**src/rtl/nvic_pkg.sv**
```systemverilog
package nvic_pkg;
  typedef logic signed [9:0] prio_t;
  localparam prio_t PRIO_IDLE = 10'sd256;

  function automatic prio_t grp_of(prio_t p, logic [2:0] s);
    prio_t m;
    m = prio_t'(10'h3ff << s);
    return (p < 0) ? p : (p & m);
  endfunction
endpackage

```
**src/rtl/exc_state_array.sv**
```systemverilog
module exc_state_array
  import nvic_pkg::*;
#(
  parameter int NUM_VEC = 48,
  parameter int VW      = $clog2(NUM_VEC)
) (
  input  logic          clk_i,
  input  logic          rst_ni,
  input  logic          pend_set_i,
  input  logic [VW-1:0] pend_num_i,
  input  logic          ack_i,
  input  logic [VW-1:0] ack_vec_i,
  input  logic          clr_i,
  input  logic [VW-1:0] clr_vec_i,
  input  logic          en_we_i,
  input  logic [VW-1:0] en_vec_i,
  input  logic          en_val_i,
  input  logic          prio_we_i,
  input  logic [VW-1:0] prio_vec_i,
  input  logic [7:0]    prio_val_i,
  output prio_t         prio_o [NUM_VEC],
  output logic [NUM_VEC-1:0] en_o,
  output logic [NUM_VEC-1:0] pend_o,
  output logic [NUM_VEC-1:0] act_o
);
  localparam int NUM_FIXED = 3;

  for (genvar v = 0; v < NUM_VEC; v++) begin : g_vec
    localparam logic [VW-1:0] VID = VW'(v);
    if (v == 0) begin : g_rsvd
      assign prio_o[v] = PRIO_IDLE;
      assign en_o[v]   = 1'b0;
      assign pend_o[v] = 1'b0;
      assign act_o[v]  = 1'b0;
    end else begin : g_live
      logic pend_q, act_q;
      always_ff @(posedge clk_i or negedge rst_ni) begin
        if (!rst_ni) begin
          pend_q <= 1'b0;
          act_q  <= 1'b0;
        end else begin
          if (ack_i && ack_vec_i == VID) pend_q <= 1'b0;
          if (pend_set_i && pend_num_i == VID) pend_q <= 1'b1;
          if (clr_i && clr_vec_i == VID) act_q <= 1'b0;
          if (ack_i && ack_vec_i == VID) act_q <= 1'b1;
        end
      end
      assign pend_o[v] = pend_q;
      assign act_o[v]  = act_q;

      if (v <= NUM_FIXED) begin : g_fixed
        assign prio_o[v] = prio_t'(v) - 10'sd4;
        assign en_o[v]   = 1'b1;
      end else begin : g_cfg
        logic [7:0] prio_q;
        logic       en_q;
        always_ff @(posedge clk_i or negedge rst_ni) begin
          if (!rst_ni) begin
            prio_q <= '0;
            en_q   <= 1'b0;
          end else begin
            if (prio_we_i && prio_vec_i == VID) prio_q <= prio_val_i;
            if (en_we_i && en_vec_i == VID) en_q <= en_val_i;
          end
        end
        assign prio_o[v] = prio_t'({2'b00, prio_q});
        assign en_o[v]   = en_q;
      end
    end
  end
endmodule

```
**src/rtl/exc_pick.sv**
```systemverilog
module exc_pick
  import nvic_pkg::*;
#(
  parameter int NUM_VEC = 48,
  parameter int VW      = $clog2(NUM_VEC)
) (
  input  logic [NUM_VEC-1:0] valid_i,
  input  prio_t              key_i [NUM_VEC],
  output logic               found_o,
  output logic [VW-1:0]      idx_o,
  output prio_t              key_o
);
  // strict compare keeps the lower index on ties
  always_comb begin
    found_o = 1'b0;
    idx_o   = '0;
    key_o   = PRIO_IDLE;
    for (int i = 0; i < NUM_VEC; i++) begin
      if (valid_i[i] && (!found_o || key_i[i] < key_o)) begin
        found_o = 1'b1;
        idx_o   = VW'(i);
        key_o   = key_i[i];
      end
    end
  end
endmodule

```
**src/rtl/nvic_ctrl.sv**
```systemverilog
module nvic_ctrl
  import nvic_pkg::*;
#(
  parameter int NUM_VEC = 48,
  parameter int VW      = $clog2(NUM_VEC)
) (
  input  logic          clk_i,
  input  logic          rst_ni,
  input  logic          pend_valid_i,
  input  logic [VW-1:0] pend_num_i,
  input  logic          ack_i,
  input  logic          cmpl_valid_i,
  input  logic [VW-1:0] cmpl_vec_i,
  input  logic          en_we_i,
  input  logic [VW-1:0] en_vec_i,
  input  logic          en_val_i,
  input  logic          prio_we_i,
  input  logic [VW-1:0] prio_vec_i,
  input  logic [7:0]    prio_val_i,
  input  logic          split_we_i,
  input  logic [2:0]    split_val_i,
  input  logic [VW-1:0] rdy_vec_i,
  output logic          rdy_o,
  output logic          pend_valid_o,
  output logic [VW-1:0] pend_vec_o,
  output logic signed [9:0] pend_grp_o,
  output logic signed [9:0] exec_prio_o,
  output logic          take_o,
  output logic [VW-1:0] cur_vec_o,
  output logic          cmpl_done_o,
  output logic [1:0]    cmpl_stat_o
);
  prio_t              prio_w [NUM_VEC];
  prio_t              grp_w  [NUM_VEC];
  logic [NUM_VEC-1:0] en_w, pend_w, act_w;
  logic [2:0]         split_q;
  logic               do_ack;
  logic               act_found;
  logic [VW-1:0]      act_idx;
  prio_t              act_key, cand_prio;

  assign do_ack = ack_i && pend_valid_o;

  exc_state_array #(.NUM_VEC(NUM_VEC), .VW(VW)) u_state (
    .clk_i, .rst_ni,
    .pend_set_i (pend_valid_i),
    .pend_num_i,
    .ack_i      (do_ack),
    .ack_vec_i  (pend_vec_o),
    .clr_i      (cmpl_valid_i),
    .clr_vec_i  (cmpl_vec_i),
    .en_we_i, .en_vec_i, .en_val_i,
    .prio_we_i, .prio_vec_i, .prio_val_i,
    .prio_o     (prio_w),
    .en_o       (en_w),
    .pend_o     (pend_w),
    .act_o      (act_w)
  );

  for (genvar v = 0; v < NUM_VEC; v++) begin : g_grp
    assign grp_w[v] = grp_of(prio_w[v], split_q);
  end

  // full priority orders candidates, so subpriority breaks group ties
  exc_pick #(.NUM_VEC(NUM_VEC), .VW(VW)) u_pend_pick (
    .valid_i (en_w & pend_w),
    .key_i   (prio_w),
    .found_o (pend_valid_o),
    .idx_o   (pend_vec_o),
    .key_o   (cand_prio)
  );

  exc_pick #(.NUM_VEC(NUM_VEC), .VW(VW)) u_act_pick (
    .valid_i (act_w),
    .key_i   (grp_w),
    .found_o (act_found),
    .idx_o   (act_idx),
    .key_o   (act_key)
  );

  assign pend_grp_o  = pend_valid_o ? grp_of(cand_prio, split_q) : PRIO_IDLE;
  assign exec_prio_o = act_found ? act_key : PRIO_IDLE;
  assign take_o      = pend_valid_o && (pend_grp_o < exec_prio_o);

  always_comb begin
    rdy_o = 1'b0;
    for (int i = 0; i < NUM_VEC; i++)
      if (rdy_vec_i == VW'(i)) rdy_o = en_w[i] && (grp_w[i] < exec_prio_o);
  end

  logic cmpl_hit;
  always_comb begin
    cmpl_hit = 1'b0;
    for (int i = 0; i < NUM_VEC; i++)
      if (cmpl_vec_i == VW'(i)) cmpl_hit = act_w[i];
  end

  always_ff @(posedge clk_i or negedge rst_ni) begin
    if (!rst_ni) begin
      split_q     <= '0;
      cur_vec_o   <= '0;
      cmpl_done_o <= 1'b0;
      cmpl_stat_o <= '0;
    end else begin
      if (split_we_i) split_q <= split_val_i;
      if (do_ack) cur_vec_o <= pend_vec_o;
      cmpl_done_o <= cmpl_valid_i;
      if (cmpl_valid_i) begin
        if (!cmpl_hit) cmpl_stat_o <= 2'b11;
        else cmpl_stat_o <= ($countones(act_w) == 1) ? 2'b01 : 2'b00;
      end
    end
  end
endmodule

```
**config.mk**
```make
export PLATFORM = sky130hd
export DESIGN_NAME = nvic_ctrl
export DESIGN_NICKNAME = d
export VERILOG_FILES = /design/src/rtl/nvic_pkg.sv /design/src/rtl/exc_state_array.sv /design/src/rtl/exc_pick.sv /design/src/rtl/nvic_ctrl.sv
export SDC_FILE = /design/constraint.sdc
export NUM_CORES = 2
export LEC_CHECK = 0
export ABC_AREA = 1
export BUFFER_PORTS_ARGS = -buffer_cell sky130_fd_sc_hd__buf_2
export CAP_MARGIN = 20
export CORE_ASPECT_RATIO = 1.4
export CORE_MARGIN = 2
export CORE_UTILIZATION = 40
export DETAILED_ROUTE_END_ITERATION = 8
export PLACE_DENSITY = 0.52
export SETUP_SLACK_MARGIN = 0.05
export SKIP_LAST_GASP = 1
export SLEW_MARGIN = 20
export SYNTH_ARGS = -nofsm -noshare
export SYNTH_HDL_FRONTEND = slang
export SYNTH_SLANG_ARGS = --single-unit
```
**constraint.sdc**
```tcl
create_clock -name clk_i -period 100.3 [get_ports clk_i]
set_clock_uncertainty 0.05 [all_clocks]
set_input_delay 5.015 -clock clk_i [delete_from_list [all_inputs] [get_ports clk_i]]
set_output_delay 5.015 -clock clk_i [all_outputs]
set_load 0.05 [all_outputs]
```
==> flow_summary.rst <==
.. list-table::
   :header-rows: 1

   * - Metric
     - Value
   * - Global-route met2 utilization
     - 54.9%
   * - Global routing met1 resource utilization
     - 39.7%
   * - Fraction of the yosys area taken by sequential cells
     - 22.0%
   * - Slew HR
     - 15.7%
   * - Max-slew violations
     - 0
   * - Startpoint of the lowest-slack register-to-register path
     - u_state.g_vec[1].g_live.pend_q
   * - Area growth, synth to finish
     - 6.95%
   * - Setup crit end kind
     - primary output
   * - Distinct cells, synth
     - 61
   * - Hold_buf cts
     - 0
   * - Largest fanout on the critical path
     - 23
   * - Mapped Nets
     - 9460
   * - Category of cells accounting for the largest share of critical-path delay
     - compound AO/OA/AOI/OAI gates
   * - Total half-perimeter wirelength after legalization and detailed placement
     - 187000 um
   * - Total die area
     - 146000 sq um
   * - Crit path time final
     - 81.57 ns
   * - WL final
     - 241000 um
   * - Routed wire per std cell
     - 23.3 um
   * - Num CTS Buffers
     - 60
   * - Max-Cap Viols
     - 0
   * - Signal arrival time at the worst endpoint
     - 76.51 ns
   * - Vert. Die Dim
     - 451 um
   * - Critical path's largest stage delay
     - 0.80 ns
   * - Core Rows
     - 164
   * - First drt pass iteration count
     - 6
   * - Post-CTS resize count
     - 0
   * - Clock input transition at the sequential cells of the worst setup and hold paths
     - 0.07 ns
   * - Critical Path Most Common Cell
     - o21ai_0
   * - Die W
     - 324 um
   * - Number of filler instances in the final layout
     - 15300
   * - Share of final-layout standard cells stronger than drive strength 1
     - 6.59%
   * - Final ANT Viol Nets
     - 0
   * - Met3 Usage GRT
     - 5.03%
   * - RSZ-0062 raised after global routing
     - no
   * - 1st-iter DRT viols
     - 5252
   * - Setup_tns
     - 0 ns
   * - Global-route wire length before repair
     - 355000 um
   * - Grt peak-use layer
     - met2
   * - Largest net degree at the start of global routing
     - 117
   * - Antenna violations before repair
     - 18
   * - Placer congestion estimate
     - 0.995
   * - Highest-delay cell along the critical path
     - nand4_1
   * - CP required
     - 95.24 ns
   * - Startpoint of the most critical hold path
     - u_state.g_vec[20].g_live.g_cfg.prio_q[0]
   * - Setup CP Type
     - flip-flop to primary output
   * - Buffers plus inverters on the worst setup path
     - 40
   * - Number of remaining DRC errors
     - 0
   * - Core region area
     - 142000 sq um
   * - Summed instance area of the synthesized netlist
     - 57200 sq um
   * - # IOs
     - 88
   * - Clock Sink Count
     - 502
   * - Buffers from clock root to sink, at most
     - 3
   * - Result of the run
     - finished, final reports clean
   * - Proportion of register bits with asynchronous set or reset after synthesis
     - 100%
   * - Nature of the critical path startpoint
     - flip-flop
   * - Register bit count reported by yosys
     - 502
   * - Number of enable flip-flop cells after synthesis
     - 0
   * - Number of hold violations in the final report
     - 0
   * - Via density
     - 5.56
   * - Via Count
     - 57700
   * - Initial cell density of the core
     - 40.2%
   * - Buffers inserted by post-CTS timing repair
     - 0
   * - Post-layout nets
     - 9409
   * - TritonCTS clock tree
     - built
   * - Startpoint of the most critical setup path
     - u_state.g_vec[1].g_live.pend_q
   * - Clock root buffer master
     - clkbuf_16
   * - Source-to-sink clock delay at the later pin of the worst-skew pair
     - 0.73 ns
   * - Class of the tightest hold or removal check
     - flip-flop to flip-flop
   * - Number of global-route vias before repair
     - 55900
   * - Overflow after GRT
     - 0
   * - Final setup violation count
     - 0
   * - Total Routing Usage GR
     - 32.6%
   * - Number of warnings reported in the yosys synthesis log
     - 0
   * - Primary FF master, synth
     - dfrtp_1
   * - H-tree depth
     - 2
   * - Number of input and output port buffers inserted
     - 87
   * - Share of the cycle needed by the critical path after routing
     - 81.3%
   * - Mean post-synth cell area
     - 6.77 sq um
   * - Transition time of the tightest slew-check pin
     - 1.25 ns
   * - Maximum clock frequency
     - 0.0123 GHz
   * - Gate Count Post-Synth
     - 8445
-- logic make-up (layout without fill, tap and decap cells) --
family	Yosys count	count (layout)	synth area share [%]
adders and majority gates	965	965	21.6
other	0	9	0
and+or+nand+nor	3522	3522	27.5
AOI/OAI and AO/OA	1946	1946	17.8
DFF	502	502	22.0
buffers and inverters	1510	1511	11.1
-- sequential cells by signal (all words and copies together), names as in the netlist --
name	cells
u_state.g_vec.g_live.g_cfg.prio_q	352
u_state.g_vec.g_live.act_q	47
u_state.g_vec.g_live.pend_q	47
u_state.g_vec.g_live.g_cfg.en_q	44
cur_vec_o	6
split_q	3
cmpl_stat_o	2
cmpl_done_o	1
-- synth_stat cells, drive strengths merged (4+ instances only) --
| library cell | n | area, sq um |
|---|---|---|
| clkbuf | 209 | 1190 |
| inv | 1229 | 4620 |
| a21oi | 573 | 2870 |
| nand4 | 385 | 3020 |
| nor2 | 612 | 2330 |
| o22ai | 7 | 43.8 |
| o2111ai | 5 | 43.8 |
| a31oi | 47 | 294 |
| ha | 927 | 11600 |
| a22o | 4 | 35.0 |
| a221oi | 6 | 52.6 |
| a211oi | 15 | 113 |
| or2 | 70 | 438 |
| o21a | 21 | 158 |
| nand2 | 2144 | 8300 |
| o221a | 19 | 214 |
| fa | 38 | 761 |
| o221ai | 7 | 61.3 |
| dfrtp | 502 | 12600 |
| nor3 | 39 | 205 |
| clkinv | 9 | 35.0 |
| a21o | 12 | 90.1 |
| nand3 | 255 | 1320 |
| buf | 59 | 473 |
| nor4 | 10 | 75.1 |
| o21ai | 1216 | 6100 |
| o211ai | 5 | 37.5 |
-- area by class of cell --
type / count / area (sq um) / share of cell area (%)
clock buffer: 74 / 1650 / 2.69
clock inverter: 40 / 502 / 0.820
multi-input combinational: 6433 / 38400 / 62.8
antenna: 9 / 22.5 / 0.0368
inverter: 1238 / 4660 / 7.61
sequential: 502 / 12600 / 20.5
timing repair buffer: 159 / 998 / 1.63
tap: 1909 / 2390 / 3.90
-- placed cells by master, fill, tap and decap left out, drive strengths merged, types with 2 or more instances in the layout --
| cell | count |
|---|---|
| bufinv | 9 |
| clkinvlp | 10 |
| nor4 | 10 |
| o221a | 19 |
| clkinv | 26 |
| inv | 1233 |
| diode | 9 |
| or4 | 3 |
| fa | 38 |
| o21a | 21 |
| o21bai | 2 |
| o21ai | 1216 |
| a221oi | 6 |
| a21o | 12 |
| nor3 | 39 |
| o22ai | 7 |
| a21oi | 573 |
| nand3b | 2 |
| or2 | 70 |
| o211ai | 5 |
| ha | 927 |
| nand2 | 2144 |
| a22o | 4 |
| o221ai | 7 |
| dfrtp | 502 |
| buf | 159 |
| a31oi | 47 |
| a211oi | 15 |
| nand4 | 385 |
| a32o | 3 |
| o2111ai | 5 |
| nor2 | 612 |
| nand3 | 255 |
| clkbuf | 74 |
-- worst min-delay path: cells and delay by family, from the launching register on --
kind            cells  cell delay [ns]
flops               1             0.34
simple gates        1             0.05
compound gates      1             0.06
-- layer usage --
metal	wire [um]	share of wire [%]	up-vias
met5	72	0.030	-
met4	15400	6.4	10
met3	15600	6.5	590
met2	113000	47	2019
met1	97600	40	26900
li1	-	-	28100
-- final timing paths --
kind,cells after the start,slack [ns],endpoint
worst max register to register,361,24.15,u_state.g_vec[16].g_live.pend_q
max in group asynchronous,4,93.06,u_state.g_vec[30].g_live.g_cfg.prio_q[1]
min in group asynchronous,1,4.19,u_state.g_vec[10].g_live.g_cfg.prio_q[0]
worst max-delay path,362,18.73,take_o
worst min-delay path,2,0.43,u_state.g_vec[20].g_live.g_cfg.prio_q[0]
worst min register to register,2,0.43,u_state.g_vec[20].g_live.g_cfg.prio_q[0]
-- per-stage QoR --
step                worst slack (ns)  cells  hold WS, ns  util (%)  cell area [sq um]
global route                   11.10  10400        0.456      43.0              61200
global placement               20.37  10200        0.413      41.4              59000
CTS                            18.96  10400        0.434      42.9              61200
floorplan                      28.12   8445        0.397         -              57200
detailed placement             20.04  10200        0.415      41.4              59000
finish                         18.73  10400        0.435      43.0              61200
Power is left out: the tool's default activity adds up to more than one toggle a clock period on the data nets, which glitch-free logic cannot reach.
